### src/rtl/swrPkg.sv
package swrPkg;
  typedef struct packed {
    logic shiftEn;
    logic commitEn;
  } swrStrobes_t;
endpackage

### src/rtl/swrCtrl.sv
module swrCtrl
  import swrPkg::*;
#(
  parameter int FRAME_BITS = 14
) (
  input  logic        clk,
  input  logic        rstAsync,
  input  logic        loadN,
  output swrStrobes_t strobes
);
  localparam int CNT_W = $clog2(FRAME_BITS + 2);
  localparam logic [CNT_W-1:0] LAST_SHIFT = CNT_W'(FRAME_BITS);
  localparam logic [CNT_W-1:0] DONE = CNT_W'(FRAME_BITS + 1);

  logic [CNT_W-1:0] cnt;
  logic             armed;

  always_comb begin
    strobes.shiftEn  = !loadN && (((cnt == '0) && armed) ||
                                  ((cnt != '0) && (cnt < LAST_SHIFT)));
    strobes.commitEn = !loadN && (cnt == LAST_SHIFT);
  end

  always_ff @(posedge clk or posedge rstAsync) begin
    if (rstAsync) begin
      cnt   <= '0;
      armed <= 1'b0;
    end else if (loadN) begin
      cnt   <= '0;
      armed <= 1'b1;
    end else if (strobes.shiftEn) begin
      cnt   <= cnt + 1'b1;
      armed <= 1'b0;
    end else if (strobes.commitEn) begin
      cnt   <= DONE;
    end
  end
endmodule

### src/rtl/swrDatapath.sv
module swrDatapath
  import swrPkg::*;
#(
  parameter int ADDR_W = 4,
  parameter int DATA_W = 10,
  parameter logic [(2**ADDR_W)*8-1:0] REG_WIDTHS = {(2**ADDR_W){8'd10}},
  parameter logic [(2**ADDR_W)*DATA_W-1:0] REG_DEFAULTS = '0
) (
  input  logic                           clk,
  input  logic                           rstAsync,
  input  logic                           sdi,
  input  swrStrobes_t                    strobes,
  output logic [(2**ADDR_W)*DATA_W-1:0]  regOut,
  output logic                           wrPulse,
  output logic [ADDR_W-1:0]              wrAddr
);
  localparam int NUM_REGS   = 2**ADDR_W;
  localparam int FRAME_BITS = ADDR_W + DATA_W;

  logic [FRAME_BITS-1:0] shiftQ;
  logic [ADDR_W-1:0]     frameAddr;
  logic [DATA_W-1:0]     frameData;

  assign frameAddr = shiftQ[FRAME_BITS-1 -: ADDR_W];
  assign frameData = shiftQ[DATA_W-1:0];

  always_ff @(posedge clk or posedge rstAsync) begin
    if (rstAsync) begin
      shiftQ  <= '0;
      wrPulse <= 1'b0;
      wrAddr  <= '0;
    end else begin
      if (strobes.shiftEn) shiftQ <= {shiftQ[FRAME_BITS-2:0], sdi};
      wrPulse <= strobes.commitEn;
      if (strobes.commitEn) wrAddr <= frameAddr;
    end
  end

  for (genvar g = 0; g < NUM_REGS; g++) begin : gReg
    localparam int W = int'(REG_WIDTHS[g*8 +: 8]);
    localparam logic [DATA_W-1:0] MASK = {DATA_W{1'b1}} >> (DATA_W - W);
    localparam logic [DATA_W-1:0] DEF = REG_DEFAULTS[g*DATA_W +: DATA_W] & MASK;
    logic [DATA_W-1:0] regQ;

    always_ff @(posedge clk or posedge rstAsync) begin
      if (rstAsync) regQ <= DEF;
      else if (strobes.commitEn && (frameAddr == ADDR_W'(g))) regQ <= frameData & MASK;
    end

    assign regOut[g*DATA_W +: DATA_W] = regQ;
  end
endmodule

### src/rtl/serialRegBank.sv
module serialRegBank
  import swrPkg::*;
#(
  parameter int ADDR_W = 4,
  parameter int DATA_W = 10,
  parameter logic [(2**ADDR_W)*8-1:0] REG_WIDTHS = {{12{8'd10}}, 8'd1, 8'd10, 8'd6, 8'd10},
  parameter logic [(2**ADDR_W)*DATA_W-1:0] REG_DEFAULTS = {(2**ADDR_W){10'h2A5}}
) (
  input  logic                          sclk,
  input  logic                          rstN,
  input  logic                          loadN,
  input  logic                          sdi,
  output logic [(2**ADDR_W)*DATA_W-1:0] regOut,
  output logic                          wrPulse,
  output logic [ADDR_W-1:0]             wrAddr
);
  localparam int FRAME_BITS = ADDR_W + DATA_W;

  logic        rstAsync;
  swrStrobes_t strobes;

  assign rstAsync = !rstN && !loadN;

  swrCtrl #(.FRAME_BITS(FRAME_BITS)) u_ctrl (
    .clk      (sclk),
    .rstAsync (rstAsync),
    .loadN    (loadN),
    .strobes  (strobes)
  );

  swrDatapath #(
    .ADDR_W       (ADDR_W),
    .DATA_W       (DATA_W),
    .REG_WIDTHS   (REG_WIDTHS),
    .REG_DEFAULTS (REG_DEFAULTS)
  ) u_dp (
    .clk      (sclk),
    .rstAsync (rstAsync),
    .sdi      (sdi),
    .strobes  (strobes),
    .regOut   (regOut),
    .wrPulse  (wrPulse),
    .wrAddr   (wrAddr)
  );
endmodule

### config.mk
export PLATFORM = sky130hd
export DESIGN_NAME = serialRegBank
export DESIGN_NICKNAME = d
export VERILOG_FILES = /design/src/rtl/swrPkg.sv /design/src/rtl/swrCtrl.sv /design/src/rtl/swrDatapath.sv /design/src/rtl/serialRegBank.sv
export SDC_FILE = /design/constraint.sdc
export NUM_CORES = 1
export LEC_CHECK = 0
export BUFFER_PORTS_ARGS = -buffer_cell sky130_fd_sc_hd__buf_2
export CAP_MARGIN = 20
export CORE_MARGIN = 4
export CORE_UTILIZATION = 30
export DETAILED_ROUTE_END_ITERATION = 10
export PLACE_DENSITY = 0.6
export SYNTH_ARGS = -nofsm -noshare
export SYNTH_HDL_FRONTEND = slang
export SYNTH_SLANG_ARGS = --single-unit
### constraint.sdc
create_clock -name sclk -period 7 [get_ports sclk]
set_input_delay 1.75 -clock sclk [delete_from_list [all_inputs] [get_ports sclk]]
set_output_delay 1.75 -clock sclk [all_outputs]
set_load 0.05 [all_outputs]
==> impl_results.md, run 1 <==
* Hold_buf cts at 0
* CTS root buf: clkbuf_16
* Avg Inst Size Synth at 16.00 um^2
* Die area at 25530 um^2
* Synth top cells by count: mux2_2 (151), dfrtp_1 (97), dfstp_2 (74)
* HPWL Detailed at 11860 um
* Core ar. at about 23000 um^2
* Most common cell in the synthesized netlist: mux2_2
* Critical path arrival at around 3.7 ns
* Post-synth top area cell: dfrtp_1
* # setup viols final at 0
* Cell leakage power at between 4 and 5 nW
* Width of the die at 159.8 um
* DRT iter0 DRCs at roughly 160
* CTS Sinks at 171
* WL per Instance at approximately 20 um
* Crit-path max FO at 15
* Main synth FF type: dfrtp_1
* CTS max path bufs at 2
* Reg area at 4372 um^2
* Drt first pass iters at 4
* CTS buffer count at 17
* Area of the multi-input gates at 2371 um^2
* Synth top area cells: dfrtp_1 (35%), dfstp_2 (28%), mux2_2 (25%), mux2_4 (2.2%), buf_4 (1.5%)
* Layout area overhead at 23.21%
* DRC Markers at 0
* Highest clock rate at approximately 290 MHz
* Num rows at between 50 and 60
* H-tree levels at 4
* Max-slew headroom at 34.78%
* Gpl congestion at approximately 0.73
* Worst VDD drop at between 100 and 150 uV
* Post-synth EDFFs at 0
* RSZ-0062 raised after global routing: false
* Hold Fails Final Rpt at 0
* P per Cell Area at approximately 270 nW/um^2
* Status: complete, no violations
* PortBufs at 155
* Number of max-cap violations at 0
* Die Ht at roughly 160 um
* Post-Syn Area at ~6900 um^2
* Post-Syn Instances at 432
* Sequential element share of the synthesized area at 63.25%
* Yosys Warn Count at 0
* Pin count of the biggest net entering global routing at between 60 and 70
* Vias/cell at roughly 4.6
* Worst Path Required at roughly 7.3 ns
* Max-slew violations at 0
* Wirelength, routed at about 17000 um
* Global-route wire length before repair at roughly 27000 um
* Nets at ~590
* Reg clk slew, reported paths at approximately 0.070 ns
* Crit Path Category: input pin to flip-flop
* Post-CTS Setup Bufs at 0
* Synth top area share at roughly a third
* Post-CTS resize count at 0
* Worst slew pin tran at between 0.9 and 1 ns
* Setup TNS at 0 ns
* Number of I/O pins at ~170
* Initial antenna violation count at 0
* Final ANT Viol Nets at 0
* Startpoint Class: input pin
* CP Capture Type: flip-flop
* Hold_ws at a little under 0.5 ns
* Initial core utilization at 30.53%
* Proportion of layout cells with a drive suffix above 1 at ~73%
* Post-synthesis register bit count at roughly 170
* CTS tree: done
* Gr ovfl total at 0
* Clock latency on the worst-skew pair at around 0.42 ns
* GRT Overall Usage at between 10 and 15%
* Clock skew at roughly 0.0087 ns
* Vias at slightly above 4000
* Vias in the first global route at ~4500
* Final worst-path cycle share at about 49%
* Post-synth cell types at 39
* Hold WC Path Type: flip-flop to flip-flop
* Layout fillers at roughly 2200
* Asr flop ratio synth at 100.0%
* Period minus WS final at ~3.4 ns
path summary, 6_finish.rpt:
kind,start,end,slack [ns],cells past startpoint
max,loadN,u_dp.gReg[4].regQ[8],3.56,5
min,u_dp.wrAddr[1],u_dp.wrAddr[1],0.48,2
max reg2reg,u_ctrl.cnt[0],u_dp.gReg[4].regQ[8],4.32,6
min reg2reg,u_dp.wrAddr[1],u_dp.wrAddr[1],0.48,2
max in group asynchronous,loadN,u_dp.shiftQ[3],4.05,3
min in group asynchronous,rstN,u_dp.gReg[10].regQ[8],1.47,2
cell type report:
class / instances / share of cell area (%)
flip-flops and latches: 171 / 51.34
repair buffers: 160 / 9.594
clock inverters: 10 / 1.381
inverters: 4 / 0.1763
multi-input cells: 233 / 27.84
well taps: 285 / 4.187
clock buffers: 22 / 5.451
diodes: 1 / 0.02939
worst max-delay path, cell delays in order:
cell	delay (ns)
buf_2	0.15
nand4b_4	0.37
inv_1	0.39
nand4b_1	0.58
mux2_2	0.49
cell usage in the layout (no fill, tap or decap), drive strengths merged, types with 2 or more instances in the layout:
cell | synthesis | final
conb | 1 | 13
nand4b | 3 | 3
nor4 | 3 | 3
ha | 3 | 3
nor4b | 3 | 3
nand2 | 13 | 13
dfrtp | 97 | 97
clkinv | 0 | 3
mux2 | 162 | 162
nor3 | 3 | 3
nor2 | 3 | 3
nand2b | 2 | 2
inv | 4 | 5
clkinvlp | 0 | 4
a21oi | 4 | 4
nand4 | 3 | 3
clkbuf | 12 | 22
buf | 24 | 160
o21ai | 4 | 4
dfstp | 74 | 74
bufinv | 0 | 2
nor2b | 2 | 2
per-stage QoR:
| step | util [%] | instances | instance area, um^2 | total power, W | worst slack [ns] |
|---|---|---|---|---|---|
| floorplan | - | 444 | 6957 | 0.001306 | 2.493 |
| global placement | 34.98 | 852 | 7920 | 0.001403 | 3.152 |
| detailed placement | 34.98 | 852 | 7920 | 0.001421 | 3.077 |
| CTS | 37.55 | 884 | 8502 | 0.002372 | 3.509 |
| global route | 37.60 | 885 | 8513 | 0.002447 | 3.382 |
| finish | 37.61 | 886 | 8516 | 0.002334 | 3.558 |
report_power, final:
group / leakage (nW) / internal, W / switching (W)
clock: 0.273 / 0.000546 / 0.000393
sequential: 2.08 / 0.00103 / 0.000209
combinational: 2.12 / 0.0000660 / 0.0000922
metal layers:
layer | share of wire (%) | up-vias | track usage [%]
met1 | 45 | 2097 | 17.86
met3 | 6.5 | 17 | 4.903
li1 | - | 1817 | -
met4 | 1.2 | 0 | 3.402
met2 | 48 | 117 | 22.79
met5 | 0 | - | 0
registers in the layout (all words and copies together), names as in the netlist:
register        flops
u_dp.wrAddr         4
u_ctrl.armed        1
u_ctrl.cnt          4
u_dp.shiftQ        14
u_dp.wrPulse        1
u_dp.gReg.regQ    147
cell families (layout without fill, tap and decap cells):
family	Yosys count	count (layout)	share of synthesized area, %
other cells	1	14	0.05426
fa+ha+maj	3	3	0.5431
buf+inv	40	196	3.295
compound gates	11	11	0.9053
flops	171	171	63.25
mux	162	162	26.94
simple gates	44	44	5.015
No activity file was read; power rests on OpenSTA's default activity.
==> inputs of run 2 (changes only) <==
- clock period: 7 -> 3.3 ns (I/O delays scaled with it)
==> run 2 against run 1 <==
  * Setup slack got worse by 2.8 ns
  * Highest routed layer unchanged
  * Via count is 0.52% higher
  * Critical path depth unchanged
  * Non-clock buffer count up 6
  * Wire length increased by 0.79%
  * Utilization grew 0.47 points
==> impl_results.md, run 2 (synthesis gave the netlist of run 1 again) <==
* WL per Instance at 19.60 um (was 19.56 um)
* HPWL Detailed at 12080 um (was 11860 um)
* Width of the die at 159.8 um (unchanged)
* Wirelength, routed at 17470 um (was 17330 um)
* Worst VDD drop at 294.7 uV (was 145.9 uV)
* Clock skew at 0.01541 ns (was 0.008670 ns)
* CTS buffer count at 17 (unchanged)
* Crit-path max FO at 15 (unchanged)
* Commonest cells after routing, fill and taps aside: buf_2 (155), mux2_2 (151), dfrtp_1 (97) (unchanged)
* P per Cell Area at 585.7 nW/um^2 (was 274.0 nW/um^2)
* CTS Sinks at 171 (unchanged)
* Worst slew pin tran at 0.7138 ns (was 0.9710 ns)
* Final total power at 0.005050 W (was 0.002334 W)
* Setup TNS at 0 ns (unchanged)
* Proportion of layout cells with a drive suffix above 1 at 73.10% (was 72.67%)
* Reg2reg path depth at 5 (was 6)
* Die area at 25530 um^2 (unchanged)
* Layout fillers at 2149 (was 2187)
* Status: complete, no violations (unchanged)
* RSZ-0062 raised after global routing: false (unchanged)
* Vias/cell at 4.567 (was 4.569)
* Num rows at 55 (unchanged)
* Number of I/O pins at 169 (unchanged)
* Crit Path Category: flip-flop to flip-flop (was input pin to flip-flop)
* Cell breakdown of the critical path: inv_1, ha_1, nand4b_4, or4b_1, mux2_4 (was buf_2, nand4b_4, inv_1, nand4b_1, mux2_2)
* DRT iter0 DRCs at 141 (was 156)
* Final ANT Viol Nets at 0 (unchanged)
* Sequential share of power at 51.8% (was 53.0%)
* Clock power frac at 41.5% (was 40.2%)
* Post-CTS resize count at 0 (unchanged)
* Commonest non-fill, non-tap cell in the layout: buf_2 (unchanged)
* CP max stage cell: or4b_1 (was nand4b_1)
* Clock latency on the worst-skew pair at 0.42 ns (about the same)
* Number of max-cap violations at 0 (unchanged)
* Largest register FFs at 147 (unchanged)
* Design area at 8622 um^2 (was 8516 um^2)
* Vias at 4069 (was 4048)
* Reg clk slew, reported paths at 0.06 ns (was 0.07 ns)
* Initial antenna violation count at 0 (unchanged)
* Layout area overhead at 24.75% (was 23.21%)
* Max-slew violations at 0 (unchanged)
* Global-route wire length before repair at 27190 um (was 27440 um)
* Hold_ws at 0.4649 ns (was 0.4801 ns)
* Worst Path Required at 3.60 ns (was 7.30 ns)
* PortBufs at 155 (unchanged)
* Placed cell areas at 7998 um^2 (was 7920 um^2)
* Critical path arrival at 2.88 ns (was 3.74 ns)
* Vias in the first global route at 4558 (was 4464)
* Gr ovfl total at 0 (unchanged)
* Nets at 600 (was 594)
* Period minus WS final at around 2.6 ns
* Top flop regs: u_dp.gReg.regQ: 147 flops, u_dp.shiftQ: 14 flops (unchanged)
* Max-slew headroom at 51.74% (was 34.78%)
* Combinational fraction of design power at 6.8% (about the same)
* Die Ht at 159.8 um (unchanged)
* # setup viols final at 0 (unchanged)
* Pin count of the biggest net entering global routing at 62 (was 67)
* Internal Pwr Total at 0.003603 W (was 0.001640 W)
* CTS root buf: clkbuf_16 (unchanged)
* Sw frac at 28.64% (was 29.72%)
* Gpl congestion at 0.7305 (was 0.7329)
* Hold_buf cts at 0 (unchanged)
* Post-CTS Setup Bufs at 0 (unchanged)
* GRT Overall Usage at 13.84% (was 13.95%)
* Core ar. at 22640 um^2 (unchanged)
* CTS max path bufs at 2 (unchanged)
* Initial core utilization at 30.53% (unchanged)
* Hold WC Path Type: input pin to async pin (was flip-flop to flip-flop)
* Psw at 0.001446 W (was 0.0006935 W)
* Highest clock rate at between 300 and 400 MHz
* H-tree levels at 4 (unchanged)
* Hold Fails Final Rpt at 0 (unchanged)
* Largest Register: u_dp.gReg.regQ (unchanged)
* Final worst-path cycle share at between 70% and 80%
* CP Capture Type: flip-flop (unchanged)
* Cell leakage power at 4.538 nW (was 4.472 nW)
* CP peak stage delay at 0.94 ns (was 0.58 ns)
* Startpoint Class: flip-flop (was input pin)
* DRC Markers at 0 (unchanged)
* Number of diodes at 0 (was 1)
* CTS tree: done (unchanged)
* Drt first pass iters at 4 (unchanged)
## run 2: layout make-up
cell class | instances | area, um^2 | share of cell area [%]
flip-flops and latches | 171 | 4372 | 50.70
multi-input cells | 233 | 2371 | 27.50
repair buffers | 166 | 883.3 | 10.25
clock buffers | 23 | 488.0 | 5.660
well taps | 285 | 356.6 | 4.136
clock inverters | 9 | 136.4 | 1.582
inverters | 4 | 15.01 | 0.1741
## run 2: routing by layer
layer / GRT usage [%] / wire (um) / vias up
met4: 3.872 / 195 / 0
met1: 16.98 / 7503 / 2114
met3: 4.645 / 1051 / 11
li1: - / - / 1828
met5: 0 / 0 / -
met2: 23.41 / 8718 / 116
## run 2: path summary, 6_finish.rpt
| check | from | end | slack, ns |
|---|---|---|---|
| worst max-delay path | u_ctrl.cnt[0] | u_dp.gReg[10].regQ[3] | 0.71 |
| worst min-delay path | rstN | u_dp.gReg[10].regQ[8] | 0.46 |
| worst max register to register | u_ctrl.cnt[0] | u_dp.gReg[10].regQ[3] | 0.71 |
| worst min register to register | u_dp.gReg[11].regQ[8] | u_dp.gReg[11].regQ[8] | 0.49 |
| max in group asynchronous | loadN | u_dp.gReg[0].regQ[5] | 1.84 |
| min in group sclk | u_dp.gReg[11].regQ[8] | u_dp.gReg[11].regQ[8] | 0.49 |
## run 2: through the flow
step	setup WS (ns)	util [%]	std cells
after detailed placement	0.4401	35.32	859
after floorplan	0.9200	-	444
after global placement	0.4988	35.32	859
after global routing	0.6140	38.08	891
final	0.7149	38.08	891
after CTS	0.7020	38.08	891
## run 2: critical path, delay by kind of cell, from the launching register on
family	cells	cell delay (ns)
AND/OR/NAND/NOR	2	1.25
flip-flops	1	0.44
multiplexers	1	0.41
adder cells (fa/ha/maj)	1	0.23
buffers and inverters	1	0.12
## run 2: power by group through the flow
stage,Sequential [W],Combinational [W],Clock [W]
finish,0.00261,0.000342,0.00209
global route,0.00267,0.000375,0.00227
CTS,0.00263,0.000346,0.00217
detailed placement,0.00266,0.000343,0
global placement,0.00265,0.000323,0
floorplan,0.00232,0.000454,0
